--- config.mk ---
export PLATFORM = sky130hd
export DESIGN_NAME = irq_vector_unit
export DESIGN_NICKNAME = d
export VERILOG_FILES = /design/src/rtl/ivu_pkg.sv /design/src/rtl/ivu_nmi_latch.sv /design/src/rtl/ivu_bus_grant.sv /design/src/rtl/ivu_ack_seq.sv /design/src/rtl/irq_vector_unit.sv
export SDC_FILE = /design/constraint.sdc
export NUM_CORES = 1
export LEC_CHECK = 0
export ABC_AREA = 1
export CORE_MARGIN = 2
export CORE_UTILIZATION = 30
export CTS_CLUSTER_DIAMETER = 50
export DETAILED_ROUTE_END_ITERATION = 12
export GPL_ROUTABILITY_DRIVEN = 0
export SLEW_MARGIN = 30
export SYNTH_ARGS = -nofsm -noshare
export SYNTH_HDL_FRONTEND = slang
export SYNTH_SLANG_ARGS = --single-unit
--- constraint.sdc ---
create_clock -name clk -period 2.9 [get_ports clk]
set_clock_uncertainty 0.05 [all_clocks]
set_input_delay 0.58 -clock clk [delete_from_list [all_inputs] [get_ports clk]]
set_output_delay 0.58 -clock clk [all_outputs]
set_load 0.02 [all_outputs]
--- src/rtl/ivu_pkg.sv ---
package ivu_pkg;
   typedef enum logic [2:0] {
      SVC_NONE   = 3'd0,
      SVC_NMI    = 3'd1,
      SVC_OPCODE = 3'd2,
      SVC_FIXED  = 3'd3,
      SVC_TABLE  = 3'd4
   } svc_e;

   typedef enum logic [1:0] {
      MODE_OPCODE = 2'd0,
      MODE_FIXED  = 2'd1,
      MODE_TABLE  = 2'd2
   } imode_e;
endpackage

--- src/rtl/ivu_nmi_latch.sv ---
module ivu_nmi_latch (
   input  logic clk,
   input  logic rst_n,
   input  logic nmi_n,
   input  logic clear,
   output logic pend
);
   logic prev_q;
   logic fell;

   assign fell = prev_q & ~nmi_n;

   always_ff @(posedge clk) begin
      if (!rst_n) begin
         prev_q <= 1'b1;
         pend   <= 1'b0;
      end else begin
         prev_q <= nmi_n;
         pend   <= (pend & ~clear) | fell;
      end
   end

   // a latched edge only goes away through a service
   assert_nmi_held_R4: assert property (@(posedge clk) disable iff (!rst_n)
      $fell(pend) |-> $past(clear));
endmodule

--- src/rtl/ivu_bus_grant.sv ---
module ivu_bus_grant (
   input  logic clk,
   input  logic rst_n,
   input  logic busreq_n,
   input  logic mcycle_end,
   input  logic allow,
   output logic grant_take,
   output logic granted
);
   assign grant_take = !granted && allow && mcycle_end && !busreq_n;

   always_ff @(posedge clk) begin
      if (!rst_n)
         granted <= 1'b0;
      else if (grant_take)
         granted <= 1'b1;
      else if (granted && busreq_n)
         granted <= 1'b0;
   end

   assert_grant_at_boundary_R1: assert property (@(posedge clk) disable iff (!rst_n)
      $rose(granted) |-> $past(mcycle_end && !busreq_n));

   assert_release_on_drop_R2: assert property (@(posedge clk) disable iff (!rst_n)
      $fell(granted) |-> $past(busreq_n));
endmodule

--- src/rtl/ivu_ack_seq.sv ---
module ivu_ack_seq
   import ivu_pkg::*;
#(
   parameter int unsigned DATA_W  = 8,
   parameter int unsigned ADDR_W  = 16,
   parameter int unsigned ACK_T   = 4,
   parameter int unsigned NMI_VEC = 'h0066,
   parameter int unsigned FIX_VEC = 'h0038
) (
   input  logic              clk,
   input  logic              rst_n,
   input  logic              take_nmi,
   input  logic              take_int,
   input  imode_e            mode,
   input  logic [DATA_W-1:0] i_reg,
   input  logic [DATA_W-1:0] bus_byte,
   output logic              inta,
   output logic              svc_valid,
   output svc_e              svc_type,
   output logic [ADDR_W-1:0] target
);
   localparam int unsigned CW = (ACK_T > 1) ? $clog2(ACK_T) : 1;

   if (ADDR_W < 2 * DATA_W) begin : g_chk_width
      $error("ADDR_W must hold the I register and the bus byte");
   end
   if (ACK_T < 1) begin : g_chk_len
      $error("ACK_T must be at least one cycle");
   end

   imode_e mode_q;
   logic   last;

   if (ACK_T == 1) begin : g_single
      assign last = inta;
   end else begin : g_multi
      logic [CW-1:0] cnt;
      always_ff @(posedge clk) begin
         if (!rst_n || take_int)
            cnt <= '0;
         else if (inta)
            cnt <= cnt + 1'b1;
      end
      assign last = inta && (cnt == CW'(ACK_T - 1));
   end

   always_ff @(posedge clk) begin
      if (!rst_n) begin
         inta      <= 1'b0;
         svc_valid <= 1'b0;
         svc_type  <= SVC_NONE;
         target    <= '0;
         mode_q    <= MODE_OPCODE;
      end else begin
         svc_valid <= 1'b0;
         if (take_nmi) begin
            svc_valid <= 1'b1;
            svc_type  <= SVC_NMI;
            target    <= ADDR_W'(NMI_VEC);
         end else if (take_int) begin
            inta   <= 1'b1;
            mode_q <= mode;
         end else if (last) begin
            inta      <= 1'b0;
            svc_valid <= 1'b1;
            unique case (mode_q)
               MODE_FIXED: begin
                  svc_type <= SVC_FIXED;
                  target   <= ADDR_W'(FIX_VEC);
               end
               MODE_TABLE: begin
                  svc_type <= SVC_TABLE;
                  target   <= ADDR_W'({i_reg, bus_byte});
               end
               default: begin
                  svc_type <= SVC_OPCODE;
                  target   <= ADDR_W'(bus_byte);
               end
            endcase
         end
      end
   end

   assert_result_after_ack_R7: assert property (@(posedge clk) disable iff (!rst_n)
      $fell(inta) |-> (svc_valid && svc_type != SVC_NMI));

   assert_table_high_byte_R9: assert property (@(posedge clk) disable iff (!rst_n)
      (svc_valid && svc_type == SVC_TABLE) |-> (target[2*DATA_W-1:DATA_W] == i_reg));

   assert_nmi_not_in_ack_R5: assert property (@(posedge clk) disable iff (!rst_n)
      (svc_valid && svc_type == SVC_NMI) |-> !inta);
endmodule

--- src/rtl/irq_vector_unit.sv ---
module irq_vector_unit
   import ivu_pkg::*;
#(
   parameter int unsigned DATA_W   = 8,
   parameter int unsigned ADDR_W   = 16,
   parameter int unsigned ACK_BASE = 2,
   parameter int unsigned ACK_WAIT = 2,
   parameter int unsigned NMI_VEC  = 'h0066,
   parameter int unsigned FIX_VEC  = 'h0038
) (
   input  logic              clk,
   input  logic              rst_n,
   input  logic              busreq_n,
   input  logic              nmi_n,
   input  logic              int_n,
   input  logic              mcycle_end,
   input  logic              instr_end,
   input  logic              ie_wr,
   input  logic              ie_val,
   input  logic              mode_wr,
   input  logic [1:0]        mode_sel,
   input  logic [DATA_W-1:0] i_reg,
   input  logic [DATA_W-1:0] bus_byte,
   output logic              busack_n,
   output logic              bus_hiz,
   output logic              inta,
   output logic              ie_state,
   output logic              svc_valid,
   output logic [2:0]        svc_type,
   output logic [ADDR_W-1:0] target
);
   localparam int unsigned ACK_T = ACK_BASE + ACK_WAIT;

   logic   granted, grant_take, nmi_pend;
   logic   take_ok, take_nmi, take_int;
   logic   ie_q;
   imode_e mode_q;
   svc_e   svc_type_e;

   ivu_nmi_latch u_nmi (
      .clk   (clk),
      .rst_n (rst_n),
      .nmi_n (nmi_n),
      .clear (take_nmi),
      .pend  (nmi_pend)
   );

   ivu_bus_grant u_bus (
      .clk        (clk),
      .rst_n      (rst_n),
      .busreq_n   (busreq_n),
      .mcycle_end (mcycle_end),
      .allow      (!inta),
      .grant_take (grant_take),
      .granted    (granted)
   );

   assign take_ok  = instr_end && !granted && !inta && !grant_take;
   assign take_nmi = take_ok && nmi_pend;
   assign take_int = take_ok && !nmi_pend && !int_n && ie_q;

   always_ff @(posedge clk) begin
      if (!rst_n) begin
         ie_q   <= 1'b0;
         mode_q <= MODE_OPCODE;
      end else begin
         if (take_int)
            ie_q <= 1'b0;
         else if (ie_wr)
            ie_q <= ie_val;
         if (mode_wr && mode_sel != 2'd3)
            mode_q <= imode_e'(mode_sel);
      end
   end

   ivu_ack_seq #(
      .DATA_W  (DATA_W),
      .ADDR_W  (ADDR_W),
      .ACK_T   (ACK_T),
      .NMI_VEC (NMI_VEC),
      .FIX_VEC (FIX_VEC)
   ) u_ack (
      .clk       (clk),
      .rst_n     (rst_n),
      .take_nmi  (take_nmi),
      .take_int  (take_int),
      .mode      (mode_q),
      .i_reg     (i_reg),
      .bus_byte  (bus_byte),
      .inta      (inta),
      .svc_valid (svc_valid),
      .svc_type  (svc_type_e),
      .target    (target)
   );

   assign busack_n = !granted;
   assign bus_hiz  = granted;
   assign ie_state = ie_q;
   assign svc_type = svc_type_e;

   assert_bus_excludes_ack_R3: assert property (@(posedge clk) disable iff (!rst_n)
      !(inta && granted));

   assert_int_needs_enable_R6: assert property (@(posedge clk) disable iff (!rst_n)
      $rose(inta) |-> $past(!int_n && ie_q && instr_end));

   assert_accept_clears_ie_R7: assert property (@(posedge clk) disable iff (!rst_n)
      $rose(inta) |-> !ie_q);
endmodule

-- After elaboration in Yosys (flattened, before gate mapping)
Cells that the tools add are included.
- register bits after elaboration: 31
- bits in latches: 0
- memory bits (writable): 0
- bits in read-only memories: 0
- input port bits: 28
- word-level logic and storage cells: 71
- memories: 0
- $add $sub $neg: 1
- multipliers: 0
- div/mod/pow operators: 0
- $lt $le $gt $ge: 0
- equality and inequality tests: 5
- shifts and indexed selects: 0
- multiplexer cells: 15
- bitwise gates (word level): 7
- reduce and logical (&&, ||, !) cells: 30
- operator list (cell ; number):
    $pmux 16 s2 ; 1
    $mux 7 ; 3
    $logic_and 1x1->1 ; 13
    $mux 1 ; 10
    $reduce_and 2->1 ; 4
    $logic_not 1->1 ; 7
    $pmux 3 s2 ; 1
    $reduce_bool 2->1 ; 3
    $eq 2x2->1 const B ; 2
    $ne 2x2->1 const B ; 2
    $not 1->1 ; 4
    $reduce_or 2->1 ; 2
    $add 2x1->2 const B ; 1
    $and 1x1->1 ; 2
    $eq 2x1->1 const B ; 1
    $logic_or 1x1->1 ; 1
    $or 1x1->1 ; 1

-- Logic depth before layout (Yosys ltp)
Gate-level depths: netlist of run 1.
- word-level depth: 11
- mapped depth: 8
- mapped depth without buffers: 8

-- Cells and area by module
Synthesis of run 1 repeated with hierarchy kept, for this count alone.
- cell total of the unflattened synthesis: 180
- area total of the unflattened synthesis: 1387.6 µm²
- modules (own cells, without submodules) (module ; instances ; cells an instance ; area an instance (µm²)):
    ivu_ack_seq ; 1 ; 134 ; 1097.3
    irq_vector_unit ; 1 ; 31 ; 171.4
    ivu_nmi_latch ; 1 ; 8 ; 65.1
    ivu_bus_grant ; 1 ; 7 ; 53.8

-- Least setup slack after synthesis of run 1
No wires, ideal clock.
- kind: input -> register
- start: in busreq_n
- end: reg u_ack.target[10]
- arrival time: 1159 ps
- slack: 1574 ps
- cell stages on the path: 6
- cells stage by stage: inv_1 > nand2_1 > nand4_4 > nand2_2 > buf_6 > nor2_1
- cells in the longest elaborated chain, start to end: 9
- RTL lines (what ; line ; source):
    start: declaration ; irq_vector_unit.sv:13 ; input logic busreq_n,
    $logic_not 1->1 * ; ivu_bus_grant.sv:10 ; assign grant_take = !granted && allow && mcycle_end && !busreq_n;
    $logic_and 1x1->1 * ; ivu_bus_grant.sv:10 ;
    $logic_not 1->1 * ; irq_vector_unit.sv:58 ; assign take_ok = instr_end && !granted && !inta && !grant_take;
    $logic_and 1x1->1 * ; irq_vector_unit.sv:58 ;
    $logic_and 1x1->1 (3 in series) ; irq_vector_unit.sv:60 ; assign take_int = take_ok && !nmi_pend && !int_n && ie_q;
    $not 1->1 (no line) ; n/a ;
    $reduce_and 2->1 (no line) ; n/a ;
    end signal: assignment ; ivu_ack_seq.sv:69 ; target <= ADDR_W'(FIX_VEC);
    end signal: assignment ; ivu_ack_seq.sv:73 ; target <= ADDR_W'({i_reg, bus_byte});
    end signal: assignment ; ivu_ack_seq.sv:77 ; target <= ADDR_W'(bus_byte);
    end: declaration ; ivu_ack_seq.sv:20 ; output logic [ADDR_W-1:0] target
Mark *: on every way between the ends. The rest lies on a longest branch, timed or not.
A chain may end at the register's enable or synchronous reset.

-- Worst setup path after layout of run 1
- start: reg u_ack.inta
- end: out inta
- RTL lines (what ; line ; source):
    start: declaration ; ivu_ack_seq.sv:17 ; output logic inta,
    start signal: assignment ; ivu_ack_seq.sv:49 ; inta <= 1'b0;
    start signal: assignment ; ivu_ack_seq.sv:61 ; inta <= 1'b1;
    start signal: assignment ; ivu_ack_seq.sv:64 ; inta <= 1'b0;
    end: declaration ; irq_vector_unit.sv:26 ; output logic inta,
No word-level cell between the ends.

==> flow_summary.yaml, run 1 <==
status:
  run_status: "finished clean"
sta:
  max_freq_mhz: 481.4
  hold_viol_final: 0
  fin_ws_ns: 0.8228
  finalCriticalPeriod_ns: 2.077
  worst_pin_slew_ns: 0.4747
  fin_crit_sh_pct: 71.63
  tns_ns: 0
  grt_setup_unrepaired: "no"
  relSlewSlack_pct: 68.24
  slew_viol_final: 0
  setup_violations: 0
finish:
  antenna_cells: 0
  final_nets: 241
  area_delta_synth_final_pct: 49.09
  final_cells: 262
  layout-drive-gt1-share_pct: 9.048
  fin_area_um2: 1953
clocking:
  cts_buffers: 5
  postCtsSetupBuffers: 0
  root_buffer: "clkbuf_8"
  worstSkewPairLatency_ns: 0.28
  clock-sinks: 31
  clk_pin_slew_ns: 0.06
  cts_tree: "done"
  hold_buffers: 0
  cts.path.max_buffers: 2
  htreeDepth: 2
  post_cts_resized: 0
power_and_ir_drop:
  p_leak_nw: 0.8074
  p_clk_share_pct: 40.1
  pwr_density_cell_nw_per_um2: 466.4
  p_int_w: 0.0007091
  switching_power_w: 0.0002019
  ir_worst_vdd_uv: 308.7
  comb_power_share_pct: 11.1
  total_power_w: 0.0009110
  seq_power_share_pct: 48.7
  switching_share_pct: 22.16
synth:
  ys.flop_type: "dfxtp_1"
  synthDistinctLibCells: 24
  syn_area_um2: 1310
  synth_xor_area_share_pct: 0.6686
  synthAdderAreaFrac_pct: 3.820
  yosys.area_share.simple_pct: 29.13
  synth_compound_area_share_pct: 10.70
  ys_top_cells_by_area: "dfxtp_1 47%, nand2_1 9.5%, nor2_1 7.2%"
  synth_cells: 155
  ys.warnings.count: 0
  synth_seq_cells: 31
  synth_top_family_by_area: "simple AND/OR/NAND/NOR gates"
  synth.area.mux_share_pct: 1.528
  ys_async_sr_fraction_pct: 0
  synth-edff-count: 0
  yosysTopAreaCell: "dfxtp_1"
  syn_nets: 187
  yosysSeqAreaShare_pct: 47.37
  syn_avg_cell_area_um2: 8.452
  synth_top_area_share_pct: 47.37
global_routing:
  grt_pass1_vias: 1095
  met1_usage_pct: 16.62
  grt_first_pass_wirelength_um: 4919
  grt.total_usage_pct: 12.82
  met2_usage_pct: 19.05
  use_met3_pct: 4.185
  grt_start_max_net_pins: 22
  top_usage_layer: "met2"
  overflow: 0
  antenna_found_initial: 0
placed_design:
  dpl_cell_area_um2: 1853
  dpl.cell_count: 254
  dp_hpwl_um: 2167
  dp_slack_ns: 0.8503
  io_buffers: 51
detailed_routing:
  ant_nets: 0
  route.detailed.drc: 0
  drt_wl_total_um: 2894
  routedWlPerCell_um: 11.05
  detail_route.vias_per_cell: 4.485
  dr.pass1.iters: 6
  vias: 1175
  drt_iter0_drc: 57
floorplanning:
  die-area_um2: 4911
  io_pins: 52
  fp.dieH_um: 70.08
  start_util_pct: 30.51
  row_count: 24
  core_area_um2: 4294
  die_w_um: 70.08
critical_path:
  arrival_ns: 1.45
  start_kind: "flip-flop"
  cp_cell_sequence: "clkdlybuf4s50_1"
  critPathTopFamily: "buffers and inverters"
  cpMaxStageDelayCell: "clkdlybuf4s50_1"
  path_buf_inv: 1
  criticalPathCategory: "reg2out"
  worstPathRequired_ns: 2.27
  worstPathMaxFanout: 6
  endpoint_kind: "primary output"
  max_stage_delay_ns: 0.67
flow_run:
  maxCapViolCount: 0
hold_path:
  hp-class: "reg2reg"
Yosys cell counts (all sizes together) (2+ instances only):
cell,count
nand2,35
dfxtp,31
nor2,29
inv,15
a22oi,9
a21oi,7
nand3,6
buf,4
ha,4
nand4,4
a211oi,3
nor3,3
mux2i,2
per-stage QoR:
step           utilization [%]  hold slack, ns
2_1_floorplan                -          0.3896
3_3_place_gp             43.15          0.4051
3_5_place_dp             43.15          0.4043
4_1_cts                  45.48          0.4178
5_1_grt                  45.48          0.4390
6_report                 45.48          0.4134
power groups by stage:
stage | Sequential [W] | Clock [W] | Combinational, W
after floorplan | 0.000459 | 0 | 0.0000392
after global routing | 0.000445 | 0.000397 | 0.000112
final | 0.000444 | 0.000366 | 0.000101
after detailed placement | 0.000453 | 0 | 0.000102
after CTS | 0.000444 | 0.000379 | 0.000103
after global placement | 0.000453 | 0 | 0.000102
flip-flops by register name, summed over array words and instances, names as in the netlist, 2 cells and up:
name / flops
mode_q: 2
u_ack.g_multi.cnt: 2
u_ack.svc_type: 3
u_ack.target: 16
u_ack.mode_q: 2
worst register-to-register path: stages (launching register included):
cell and delay, ns:
dfxtp_1 0.50, nand2_2 0.36, inv_2 0.28, nand2_1 0.11
a21oi_1 0.13, nor3_1 0.06
worst paths after layout:
path | start | slack (ns) | to | cells past startpoint
max | u_ack.inta | 0.82 | inta | 1
min | u_ack.svc_type[2] | 0.41 | u_ack.svc_type[2] | 2
max reg2reg | u_ack.inta | 1.30 | u_ack.target[4] | 5
min reg2reg | u_ack.svc_type[2] | 0.41 | u_ack.svc_type[2] | 2
cell usage in the layout, fill, tap and decap left out:
cell type / instances
a211oi_1: 3
nand4_1: 3
nor2_8: 1
mux2i_1: 2
nor2_4: 3
nor2_1: 25
clkbuf_1: 1
a21oi_1: 5
nand2_1: 33
a21oi_2: 2
nand4_4: 1
clkdlybuf4s50_1: 51
clkbuf_8: 7
nand2_2: 2
nand3b_1: 1
xnor2_1: 1
nand3_2: 1
inv_1: 13
o21a_1: 1
nand3_1: 5
inv_2: 2
ha_1: 4
a22oi_1: 9
nor3_1: 3
dfxtp_1: 31
cell families (layout without fill, tap and decap cells):
| family | count (synthesis) | count (layout) |
|---|---|---|
| AND/OR/NAND/NOR | 78 | 78 |
| flip-flops | 31 | 31 |
| AO/OA/AOI/OAI | 20 | 20 |
| buffers and inverters | 19 | 74 |
| adder cells (fa/ha/maj) | 4 | 4 |
| multiplexers | 2 | 2 |
| XOR/XNOR | 1 | 1 |
metal layers:
metal / vias to the layer above / part of all wire, % / routed length, um
li1: 616 / - / -
met4: 0 / 2.1 / 62
met5: - / 0 / 0
met2: 49 / 42 / 1216
met3: 8 / 7.9 / 229
met1: 502 / 48 / 1385
final cells by class:
type	instances	area, um2
Multi-Input combinational cell	105	600.6
Timing Repair Buffer	51	510.5
Tap cell	52	65.06
Sequential cell	31	620.6
Fill cell	463	2341
Inverter	15	56.30
Clock buffer	8	100.1
No activity file was read; power rests on OpenSTA's default activity.
==> inputs of run 2 (changes only) <==
- clock period: 2.9 -> 1.95 ns (I/O delays scaled with it)
==> run 2 against run 1 <==
- non-clock buffer count up 3
- combinational power increased by 52%
- global-route usage about the same
- via count fell by 2.4%
- first-iteration DRC count unchanged
- critical path depth unchanged
- sequential power rose by 49%
- sequential share of layout area is essentially flat
==> flow_summary.yaml, run 2 (synthesis gave the netlist of run 1 again) <==
status:
  run_status: "finished clean"
clocking:
  cts_buffers: 5
  htreeDepth: 2
  worstSkewPairLatency_ns: 0.28
  postCtsSetupBuffers: 0
  root_buffer: "clkbuf_8"
  clk_pin_slew_ns: 0.06
  cts_tree: "done"
  clock-sinks: 31
  cts.path.max_buffers: 2
finish:
  final_common_cell: "clkdlybuf4s50_1"
  antenna_cells: 0
  largestRegisters: "u_ack.target (16), u_ack.svc_type (3)"
  final_util_pct: 45.60
  area_delta_synth_final_pct: 49.47
  largest_register: "u_ack.target"
  layout_common_cells: "51 x clkdlybuf4s50_1, 33 x nand2_1, 30 x dfxtp_1"
  largest_reg_flops: 16
  final_cells: 265
  final_nets: 244
  layout-drive-gt1-share_pct: 10.33
global_routing:
  grt_start_max_net_pins: 15
  grt_first_pass_wirelength_um: 4926
  overflow: 0
  grt.total_usage_pct: 12.81
  grt_pass1_vias: 1093
  antenna_found_initial: 0
sta:
  relSlewSlack_pct: 80.22
  setup_violations: 0
  tns_ns: 0
  grt_setup_unrepaired: "no"
  hold_viol_final: 0
  fin_crit_sh_pct: 90.58
  worst_pin_slew_ns: 0.2957
  hold_slack_ns: 0.4155
  finalCriticalPeriod_ns: 1.766
  slew_viol_final: 0
  max_freq_mhz: 566.1
critical_path:
  max_stage_delay_ns: 0.64
  arrival_ns: 1.33
  cp_cell_sequence: "clkdlybuf4s50_1"
  cpMaxStageDelayCell: "clkdlybuf4s50_1"
  worstPathMaxFanout: 6
  start_kind: "flip-flop"
  ff2ff_path_depth: 6
  endpoint_kind: "primary output"
  critPathTopFamily: "buffers and inverters"
  r2r_slack_ns: 0.50
  criticalPathCategory: "reg2out"
  worstPathRequired_ns: 1.51
  path_buf_inv: 1
  r2r-start: "u_ack.g_multi.cnt[0]"
  r2r_end: "u_ack.target[14]"
detailed_routing:
  detail_route.vias_per_cell: 4.328
  drt_wl_total_um: 2845
  ant_nets: 0
  vias: 1147
  routedWlPerCell_um: 10.74
  route.detailed.drc: 0
  drt_iter0_drc: 57
  dr.pass1.iters: 4
hold_path:
  min_from: "u_ack.svc_type[2]"
  min_delay_path_depth: 2
  worst_hold_path.endpoint: "u_ack.svc_type[2]"
  hp-class: "reg2reg"
power_and_ir_drop:
  p_clk_share_pct: 36.6
  comb_power_share_pct: 12.0
  seq_power_share_pct: 51.4
  p_leak_nw: 0.8118
  pwr_density_cell_nw_per_um2: 655.4
  switching_share_pct: 23.24
  ir_worst_vdd_uv: 350.2
  switching_power_w: 0.0002982
  p_int_w: 0.0009852
floorplanning:
  start_util_pct: 30.51
  io_pins: 52
  die-area_um2: 4911
  row_count: 24
  core_area_um2: 4294
  die_w_um: 70.08
  fp.dieH_um: 70.08
placed_design:
  io_buffers: 51
  dp_hpwl_um: 2141
  dpl.cell_count: 257
flow_run:
  maxCapViolCount: 0
## run 2: layer usage
metal / wire length, um / up-vias / GRT usage [%]
met4: 23 / 0 / 6.410
li1: - / 614 / -
met2: 1222 / 47 / 19.47
met1: 1391 / 483 / 16.25
met5: 0 / - / 0
met3: 209 / 3 / 4.185
## run 2: worst max path at each step
stage / startpoint / endpoint / slack, ns / cells after the start
6_report: u_ack.inta / inta / 0.18 / 1
4_1_cts: u_ack.inta / inta / 0.03 / 1
3_3_place_gp: busreq_n / ie_state / 0.28 / 8
3_5_place_dp: busreq_n / ie_state / 0.26 / 8
2_1_floorplan: u_ack.mode_q[0] / u_ack.target[1] / 0.66 / 8
5_1_grt: u_ack.inta / inta / 0.14 / 1
## run 2: layout make-up
type	instances	area, um2
Timing Repair Buffer	54	533.0
Tap cell	52	65.06
Clock buffer	7	76.32
Fill cell	437	2336
Inverter	15	56.30
Multi-Input combinational cell	105	600.6
Sequential cell	31	621.8
Clock inverter	1	5.005
## run 2: through the flow
| step | instance area [um2] | setup slack [ns] | total power, W |
|---|---|---|---|
| 3_5_place_dp | 1876 | 0.2640 | 0.0008286 |
| 6_report | 1958 | 0.1836 | 0.001283 |
| 4_1_cts | 1957 | 0.03127 | 0.001308 |
| 2_1_floorplan | 1310 | 0.6565 | 0.0007409 |
| 3_3_place_gp | 1876 | 0.2844 | 0.0008296 |
| 5_1_grt | 1958 | 0.1378 | 0.001344 |
## run 2: power groups by stage
stage,sequential [W],clock (W),combinational [W]
global route,0.000662,0.000513,0.000170
global placement,0.000674,0,0.000155
CTS,0.000660,0.000492,0.000156
finish,0.000660,0.000469,0.000154
floorplan,0.000683,0,0.0000583
detailed placement,0.000674,0,0.000155
## run 2: what timing repair did
| item | in CTS | in global routing |
|---|---|---|
| setup endpoints to repair | 0 | 1 |
| hold buffers | 0 | 0 |
| endpoints found under the hold margin | 0 | 0 |
| resized for setup | 0 | 1 |
==> inputs of run 3 (changes only) <==
- SLEW_MARGIN: 30 -> 20
==> results of run 3 <==
Final layout, timing and power as in run 2 (identical DEF).
